### src/rtl/evt_irq_pkg.sv
package evt_irq_pkg;
  parameter int DATA_W    = 32;
  parameter int NUM_LINES = 13;
  localparam int LOW_BIT  = DATA_W - NUM_LINES;
  localparam int GRA_BIT  = 28;
  localparam int ADDR_W   = 2;

  typedef enum logic [ADDR_W-1:0] {
    ADDR_PEND  = 2'd0,
    ADDR_MASK  = 2'd1,
    ADDR_TXCTL = 2'd2,
    ADDR_NONE  = 2'd3
  } regAddr_e;

  typedef struct packed {
    logic wrPend;
    logic wrMask;
    logic wrTxCtl;
  } ctrlStrb_t;
endpackage

### src/rtl/evt_irq_ctrl_dec.sv
module evt_irq_ctrl_dec
  import evt_irq_pkg::*;
(
  input  logic              regWrEn,
  input  logic [ADDR_W-1:0] regAddr,
  output ctrlStrb_t         strb
);
  always_comb begin
    strb = '0;
    if (regWrEn) begin
      unique case (regAddr_e'(regAddr))
        ADDR_PEND:  strb.wrPend  = 1'b1;
        ADDR_MASK:  strb.wrMask  = 1'b1;
        ADDR_TXCTL: strb.wrTxCtl = 1'b1;
        default:    ;
      endcase
    end
  end
endmodule

### src/rtl/evt_irq_datapath.sv
module evt_irq_datapath
  import evt_irq_pkg::*;
(
  input  logic                 clk,
  input  logic                 rst_n,
  input  ctrlStrb_t            strb,
  input  logic [ADDR_W-1:0]    regAddr,
  input  logic [DATA_W-1:0]    regWrData,
  input  logic [NUM_LINES-1:0] evtSet,
  output logic [DATA_W-1:0]    regRdData,
  output logic [DATA_W-1:0]    pendQ,
  output logic [DATA_W-1:0]    maskQ,
  output logic [NUM_LINES-1:0] irqOut
);
  logic [NUM_LINES-1:0] activeNow;

  assign pendQ[LOW_BIT-1:0] = '0;
  assign maskQ[LOW_BIT-1:0] = '0;

  for (genvar k = 0; k < NUM_LINES; k++) begin : g_bit
    localparam int BIT = LOW_BIT + k;
    logic setHit;
    logic clrHit;

    assign setHit = evtSet[k] | (strb.wrTxCtl & (BIT == GRA_BIT));
    assign clrHit = strb.wrPend & regWrData[BIT];
    assign activeNow[k] = pendQ[BIT] & maskQ[BIT];

    always_ff @(posedge clk or negedge rst_n) begin
      if (!rst_n) begin
        pendQ[BIT] <= 1'b0;
        maskQ[BIT] <= 1'b0;
        irqOut[k]  <= 1'b0;
      end else begin
        // set has priority over the write-1-to-clear
        if (setHit)      pendQ[BIT] <= 1'b1;
        else if (clrHit) pendQ[BIT] <= 1'b0;
        if (strb.wrMask) maskQ[BIT] <= regWrData[BIT];
        // a line moves only when its own active bit differs
        if (activeNow[k] != irqOut[k]) irqOut[k] <= activeNow[k];
      end
    end
  end

  always_comb begin
    unique case (regAddr_e'(regAddr))
      ADDR_PEND: regRdData = pendQ;
      ADDR_MASK: regRdData = maskQ;
      default:   regRdData = '0;
    endcase
  end
endmodule

### src/rtl/evt_irq_ctrl.sv
module evt_irq_ctrl
  import evt_irq_pkg::*;
(
  input  logic                 clk,
  input  logic                 rst_n,
  input  logic                 regWrEn,
  input  logic [ADDR_W-1:0]    regAddr,
  input  logic [DATA_W-1:0]    regWrData,
  output logic [DATA_W-1:0]    regRdData,
  input  logic [NUM_LINES-1:0] evtSet,
  output logic [NUM_LINES-1:0] irqOut
);
  ctrlStrb_t         strb;
  logic [DATA_W-1:0] pendQ;
  logic [DATA_W-1:0] maskQ;

  evt_irq_ctrl_dec u_dec (
    .regWrEn (regWrEn),
    .regAddr (regAddr),
    .strb    (strb)
  );

  evt_irq_datapath u_dp (
    .clk       (clk),
    .rst_n     (rst_n),
    .strb      (strb),
    .regAddr   (regAddr),
    .regWrData (regWrData),
    .evtSet    (evtSet),
    .regRdData (regRdData),
    .pendQ     (pendQ),
    .maskQ     (maskQ),
    .irqOut    (irqOut)
  );
endmodule

### config.mk
export PLATFORM = sky130hd
export DESIGN_NAME = evt_irq_ctrl
export DESIGN_NICKNAME = d
export VERILOG_FILES = /design/src/rtl/evt_irq_pkg.sv /design/src/rtl/evt_irq_ctrl_dec.sv /design/src/rtl/evt_irq_datapath.sv /design/src/rtl/evt_irq_ctrl.sv
export SDC_FILE = /design/constraint.sdc
export NUM_CORES = 1
export LEC_CHECK = 0
export BUFFER_PORTS_ARGS = -buffer_cell sky130_fd_sc_hd__buf_2
export CORE_ASPECT_RATIO = 0.7
export CORE_MARGIN = 4
export CORE_UTILIZATION = 46
export CTS_BUF_LIST = sky130_fd_sc_hd__clkbuf_2 sky130_fd_sc_hd__clkbuf_4 sky130_fd_sc_hd__clkbuf_8
export DETAILED_ROUTE_END_ITERATION = 12
export PLACE_DENSITY = 0.81
export SYNTH_ARGS = -nofsm -noshare
export SYNTH_HDL_FRONTEND = slang
export SYNTH_SLANG_ARGS = --single-unit
### constraint.sdc
create_clock -name clk -period 1 [get_ports clk]
set_input_delay 0.05 -clock clk [delete_from_list [all_inputs] [get_ports clk]]
set_output_delay 0.05 -clock clk [all_outputs]
set_load 0.005 [all_outputs]
**Word level (Yosys, flattened, before mapping)**

Index checks and enable logic that the tools add are counted.

- Bits in registers: 39
- Bits of input ports: 50

- Eq/ne operators: 15
- Mux-type cells: 31
- Bitwise gates (word level): 27
- Reductions and logical operators: 14

Operators with widths:

| kind | count |
|---|---|
| one-hot mux 32 bit (2 select lines) | 1 |
| two-way mux 1 bit | 29 |
| bitwise AND 1 bit | 26 |
| nonzero test 2 bit | 13 |
| inequality test 1 bit | 13 |
| two-way mux 3 bit | 1 |
| == test 2 x 1 -> 1 bit (second input constant) | 1 |
| == test 2 bit (second input constant) | 1 |
| logical NOT 2 bit | 1 |
| OR 1 bit | 1 |

**Depth between registers and ports, before layout**

Gate-level depths: netlist (run 1).

- Depth in word-level cells: 6
- Depth in mapped cells: 4
- Mapped depth without buffers: 2

**Hierarchy**

A second synthesis (run 1) with hierarchy kept.

- Cell total of the unflattened synthesis: 183
- Area, all modules: 2078.2 µm²

Modules (own cells, without submodules):

| module | times used | cells each | area an instance (µm²) |
|---|---|---|---|
| evt_irq_datapath | 1 | 180 | 2048.2 |
| evt_irq_ctrl_dec | 1 | 3 | 30.0 |

**Least setup slack after synthesis (run 1)**

Ideal clock, no wire load.

- Path kind: input to register
- From: in regAddr[0]
- To: reg u_dp.maskQ[19]
- Library setup time: 0.125 ns
- Arrival time: 0.757 ns
- Data required time: 0.875 ns
- Slack: 0.118 ns
- Cell stages on the path: 4
- Path through: buf_4 -> nand3b_4 -> buf_6 -> mux2_4

- Longest elaborated chain between the ends: 3

RTL lines:

| item | line | RTL |
|---|---|---|
| start, declared | evt_irq_ctrl.sv:7 | `input logic [ADDR_W-1:0] regAddr,` |
| == test 2 x 1 -> 1 bit | evt_irq_ctrl_dec.sv:11 | `unique case (regAddr_e'(regAddr))` |
| two-way mux 1 bit | evt_irq_ctrl_dec.sv:11 |  |
| two-way mux 3 bit | evt_irq_ctrl_dec.sv:10 | `if (regWrEn) begin` |
| end signal, assigned by index | evt_irq_datapath.sv:38 | `if (strb.wrMask) maskQ[BIT] <= regWrData[BIT];` |
| end, declared | evt_irq_datapath.sv:12 | `output logic [DATA_W-1:0] maskQ,` |

No other way between the ends.
A chain may end at the register's enable or synchronous reset.

**Worst setup path after layout (run 1)**

- From: reg u_dp.maskQ[24]
- To: out regRdData[24]

- Longest elaborated chain between the ends: 1

RTL lines:

| item | line | RTL |
|---|---|---|
| one-hot mux 32 bit (2 select lines) | evt_irq_datapath.sv:46 | `unique case (regAddr_e'(regAddr))` |
| end, declared | evt_irq_ctrl.sv:9 | `output logic [DATA_W-1:0] regRdData,` |

No other way between the ends.

==> results of run 1 <==
[cell type report]
type | instances | share of cell area (%)
sequential | 39 | 36.79
clock inverter | 2 | 0.4717
multi-input combinational | 100 | 26.23
timing repair buffer | 114 | 29.58
tap | 50 | 2.358
clock buffer | 6 | 2.877
inverter | 12 | 1.698
[synthesized netlist by cell type]
library cell   n
conb_1         1
buf_2          1
and2_1        13
dfrtp_1       39
nor2_1        25
buf_4         21
clkbuf_1       1
a221o_1        1
nor2b_1        1
inv_1         12
a31oi_1       12
mux2_4        10
nand3b_1       1
nand3b_4       1
buf_6          1
mux2_1         3
mux2i_1       13
nor3b_2        1
[power by group]
part           switching [mW]  total, mW  internal [mW]  leakage (nW)
sequential             0.0923       1.89           1.80         0.429
clock                   0.552       1.07          0.515        0.0446
combinational           0.398       1.07          0.674         0.926
[layer usage]
layer	routed length, um	global-route usage, %	vias up	part of all wire, %
met2	2032	28.54	47	49
met5	0	0	-	0
met3	288	5.563	2	7.0
met1	1784	19.84	652	43
met4	22	5.594	0	0.53
li1	-	-	706	-
[registers in the layout, indices dropped and copies added, names as in the netlist]
signal and count:
u_dp.maskQ 13, u_dp.irqOut 13, u_dp.pendQ 13
[worst paths after layout]
path,from,endpoint,slack [ns],cells after the start
max,u_dp.maskQ[24],regRdData[24],-0.08,3
min,evtSet[1],u_dp.pendQ[20],0.01,3
max reg2reg,u_dp.maskQ[22],u_dp.maskQ[22],-0.01,3
min reg2reg,u_dp.pendQ[29],u_dp.irqOut[10],0.51,1
max in group asynchronous,rst_n,u_dp.irqOut[0],0.39,3
min in group asynchronous,rst_n,u_dp.irqOut[11],0.17,2
[per-stage QoR]
stage,utilization (%),setup WS [ns]
3_3_place_gp,57.98,0.007982
4_1_cts,69.39,-0.07916
2_1_floorplan,-,0.1179
6_report,72.26,-0.07673
3_5_place_dp,57.98,-0.01115
5_1_grt,72.26,-0.1419
[logic make-up after synthesis]
kind of cell    Yosys count  share of synthesized area, %
flops                    39                         53.53
compound gates           13                         4.667
buf+inv                  36                         12.22
mux                      26                         17.23
simple gates             42                         12.15
other cells               1                        0.2057
[worst min-delay path: stages]
cell and delay [ns]:
buf_2 0.10, inv_1 0.04, a31oi_1 0.07
[what timing repair did]
item	in CTS	in global routing
pin swaps	0	1
endpoints found under the hold margin	56	0
gates resized for setup	0	6
buffers inserted	24	11
hold buffers	15	0
endpoints found under the setup margin	13	13
==> flow_summary.toml, run 1 <==
[final_layout]
stdcell_count = 323
fillCellCount = 275
areaGrowthSynthToFinish_pct = 45.50
seq_area_sq_um = 975.9
multi_input_area_sq_um = 695.7
fin_area_sq_mm = 0.002653
final_common_cell = "buf_2"
n_antenna_cell = 0
nNetsFinal = 322
final_cell_mix = "56 x buf_2, 39 x dfrtp_1, 37 x buf_4"
layout-drive-gt1-share_pct = 43.96

[logic_synthesis]
synth_top_cell_by_area = "dfrtp_1"
synth.distinct_cells = 18
synth_area_sq_mm = 0.001823
synth-seq-cells = 39
yosys-top-cells-area = "dfrtp_1 54%, buf_4 8.6%, mux2_4 8.2%"
synth_top_area_share_pct = 53.53
synth_warnings = 0
yosysSeqAreaShare_pct = 53.53
avgSynthCellArea_sq_um = 11.61
syn_inst = 157

[power]
leakagePower_nw = 1.399
p_total_mw = 4.027
pwr_density_cell_mw_per_mm2 = 1518
ir_drop_mv = 1.035

[global_routing]
grt_pass1_wl_um = 6361
grt_usage_pct = 16.46
grt_antenna_before_repair = 0
grt_max_degree = 21
grt_pass1_vias = 1374
overflow = 0

[worst_setup_path]
critPathMaxStageDelay_ns = 0.39
worstPathCellList = "mux2i_1, nor2_1, buf_2"
path_max_fanout = 2
endpoint_kind = "primary output"
path_buf_inv = 1
path_class = "flip-flop to primary output"
cp-start-kind = "flip-flop"
crit_required_ns = 0.95
cp.arrival_ns = 1.03
cp_slowest_cell = "dfrtp_1"
critPathTopFamily = "flip-flops"

[placement]
dp_hpwl_um = 2678
dp_cells = 265
gp_congestion = 0.7672
placed_area_sq_mm = 0.002128
io_buffer_count = 56

[sta]
tns_ns = -0.4860
rsz0062_at_grt = "true"
fmax_mhz = 928.7
finClkSkew_ns = 0.009103
finalHoldViolations = 0
worst_slack_ns = -0.07673
period_needed_ns = 1.077
period_share_pct = 107.7
timing.hold.ws_ns = 0.01190
finalSetupViolCount = 14
drv_slew = 0

[cts]
clkTransAtPathRegs_ns = 0.08
cts_tree = "yes"
cts_buffer_depth = 2
clock_latency_ns = 0.29
cts_inserted_buffers = 5
htree_levels = 2
cts_sinks = 39
root_buffer = "clkbuf_8"

[route]
drc_errors = 0
ant_nets = 0
vias = 1407
wl_per_cell_um = 12.77
avgViaCountPerCell = 4.356
routed_wl_um = 4126
first_pass_iters = 4
drt_iter0_drc = 67

[floorplan]
die_x_um = 83.24
core_sq_mm = 0.003671
pin_count = 95
die_h_um = 60.67
core.rowCount = 18
dieArea_sq_mm = 0.005050
initial_core_util_pct = 49.66

[outcome]
violations = "negative setup slack"
status = "finished, violations left"

[job]
cap_viol_max_count = 0

[hold_path]
hold_path.class = "primary input to flip-flop"
Power figures use the tool's default switching activity.
==> inputs of run 2 (changes only) <==
--- a/config.mk
+++ b/config.mk
@@ -6,7 +6,6 @@
 export NUM_CORES = 1
 export LEC_CHECK = 0
 export BUFFER_PORTS_ARGS = -buffer_cell sky130_fd_sc_hd__buf_2
-export CORE_ASPECT_RATIO = 0.7
 export CORE_MARGIN = 4
 export CORE_UTILIZATION = 46
 export CTS_BUF_LIST = sky130_fd_sc_hd__clkbuf_2 sky130_fd_sc_hd__clkbuf_4 sky130_fd_sc_hd__clkbuf_8
==> run 2 against run 1 <==
Net effect:
- cell area decreased by 1.4%
- the run still ends with negative setup slack left
- non-clock buffer count decreased by 6
- count of clock-buffer cells in the layout increased by 1
- critical path depth unchanged
- final cell count decreased by 2.5%
- critical path type unchanged
- clock skew decreased by 0.0039 ns
- clock power about the same
- die area decreased by 0.32%
- sequential power about the same
==> flow_summary.toml, run 2 (synthesis gave the netlist of run 1 again) <==
[worst_setup_path]
worstReg2RegStart = "u_dp.maskQ[28]"
cp_slowest_cell = "dfrtp_1"
worstPathCellList = "mux2i_1, nor2_1, buf_2"
ff2ff_setup_slack_ns = -0.03
path_max_fanout = 2
cp.arrival_ns = 1.00
path_class = "flip-flop to primary output"
cp-start-kind = "flip-flop"
endpoint_kind = "primary output"
critPathTopFamily = "flip-flops"
critPathMaxStageDelay_ns = 0.38
rr_endpoint = "u_dp.maskQ[28]"
rr_worst_depth = 3
crit_required_ns = 0.95
path_buf_inv = 1

[placement]
io_buffer_count = 56
placed_area_sq_mm = 0.002136
pre_cts_ws_ns = -0.02991
gp_congestion = 0.6527
dp_hpwl_um = 2557

[cts]
clkTransAtPathRegs_ns = 0.07
htree_levels = 2
cts_sinks = 39
cts_inserted_buffers = 5
clock_latency_ns = 0.29
cts_tree = "yes"
cts_buffer_depth = 2
root_buffer = "clkbuf_8"

[floorplan]
core.rowCount = 22
core_sq_mm = 0.003744
initial_core_util_pct = 48.70
dieArea_sq_mm = 0.005034
die_h_um = 70.95
pin_count = 95
die_x_um = 70.95

[outcome]
status = "finished, violations left"
violations = "negative setup slack"

[hold_path]
hold_path.class = "primary input to flip-flop"
min_to = "u_dp.pendQ[30]"
min_delay_path_depth = 3
hold_path.startpoint = "evtSet[11]"

[power]
leakagePower_nw = 1.375
pwr_density_cell_mw_per_mm2 = 1507
ir_drop_mv = 0.7757

[final_layout]
top_regs = "u_dp.irqOut x13, u_dp.maskQ x13, u_dp.pendQ x13"
nNetsFinal = 316
areaGrowthSynthToFinish_pct = 43.45
layout-drive-gt1-share_pct = 42.32
final_core_util_pct = 69.85
fin_area_sq_mm = 0.002615
final_cell_mix = "56 x buf_2, 39 x dfrtp_1, 32 x buf_4"
final_common_cell = "buf_2"
n_antenna_cell = 0

[sta]
tns_ns = -0.3015
period_needed_ns = 1.045
finalSetupViolCount = 14
worst_slack_ns = -0.04518
drv_slew = 0
timing.hold.ws_ns = 0.009443
rsz0062_at_grt = "true"
finClkSkew_ns = 0.005230
fmax_mhz = 956.8
finalHoldViolations = 0
period_share_pct = 104.5

[route]
drt_iter0_drc = 40
ant_nets = 0
drc_errors = 0
routed_wl_um = 3941
wl_per_cell_um = 12.51
first_pass_iters = 4
avgViaCountPerCell = 4.511
vias = 1421

[global_routing]
overflow = 0
grt_usage_pct = 15.84
grt_pass1_wl_um = 6196
grt_pass1_vias = 1429
grt_antenna_before_repair = 0
grt_max_degree = 40

[job]
cap_viol_max_count = 0
run 2: tightest hold or removal path: stages:
cell and delay (ns):
buf_2 0.10, inv_1 0.04, a31oi_1 0.07
run 2: what timing repair did:
action                                  CTS  global route
endpoints found under the hold margin    55             0
pin swaps                                 0             0
endpoints found under the setup margin   13            13
hold buffers                             15             0
resized for setup                         0             2
setup buffers                            25             6
run 2: final cells by class:
cell class                 instances  area (sq um)
inverter                          12         45.04
fill                             310          1129
sequential                        39         975.9
clock inverter                     1         5.005
clock buffer                       7         83.83
tap                               48         60.06
timing repair buffer             108         753.2
multi-input combinational        100         691.9
run 2: per-stage QoR:
stage	power (mW)	instances
after floorplan	2.349	175
after global placement	2.621	261
after detailed placement	2.649	261
after CTS	3.919	309
after global routing	4.163	315
final	3.940	315
run 2: metal layers:
| metal | GRT usage, % | vias to the layer above | wire length [um] |
|---|---|---|---|
| met3 | 4.830 | 5 | 327 |
| li1 | - | 693 | - |
| met2 | 28.32 | 52 | 2061 |
| met4 | 6.263 | 0 | 40 |
| met5 | 0 | - | 0 |
| met1 | 17.47 | 671 | 1512 |
run 2: power breakdown:
group	internal [mW]	switching, mW	total (mW)
registers	1.80	0.0845	1.88
clock network	0.543	0.509	1.05
logic	0.630	0.376	1.01
total	2.97	0.970	3.94
run 2: worst max-delay path by stage:
| stage | slack, ns | cells past startpoint | end | from |
|---|---|---|---|---|
| final | -0.05 | 3 | regRdData[29] | u_dp.maskQ[29] |
| after global routing | -0.11 | 3 | regRdData[28] | u_dp.maskQ[28] |
| after CTS | -0.06 | 3 | regRdData[28] | u_dp.maskQ[28] |
| after detailed placement | -0.03 | 3 | u_dp.maskQ[25] | regAddr[1] |
| after global placement | -0.01 | 3 | u_dp.maskQ[25] | regAddr[1] |
| after floorplan | 0.12 | 4 | u_dp.maskQ[19] | regAddr[0] |
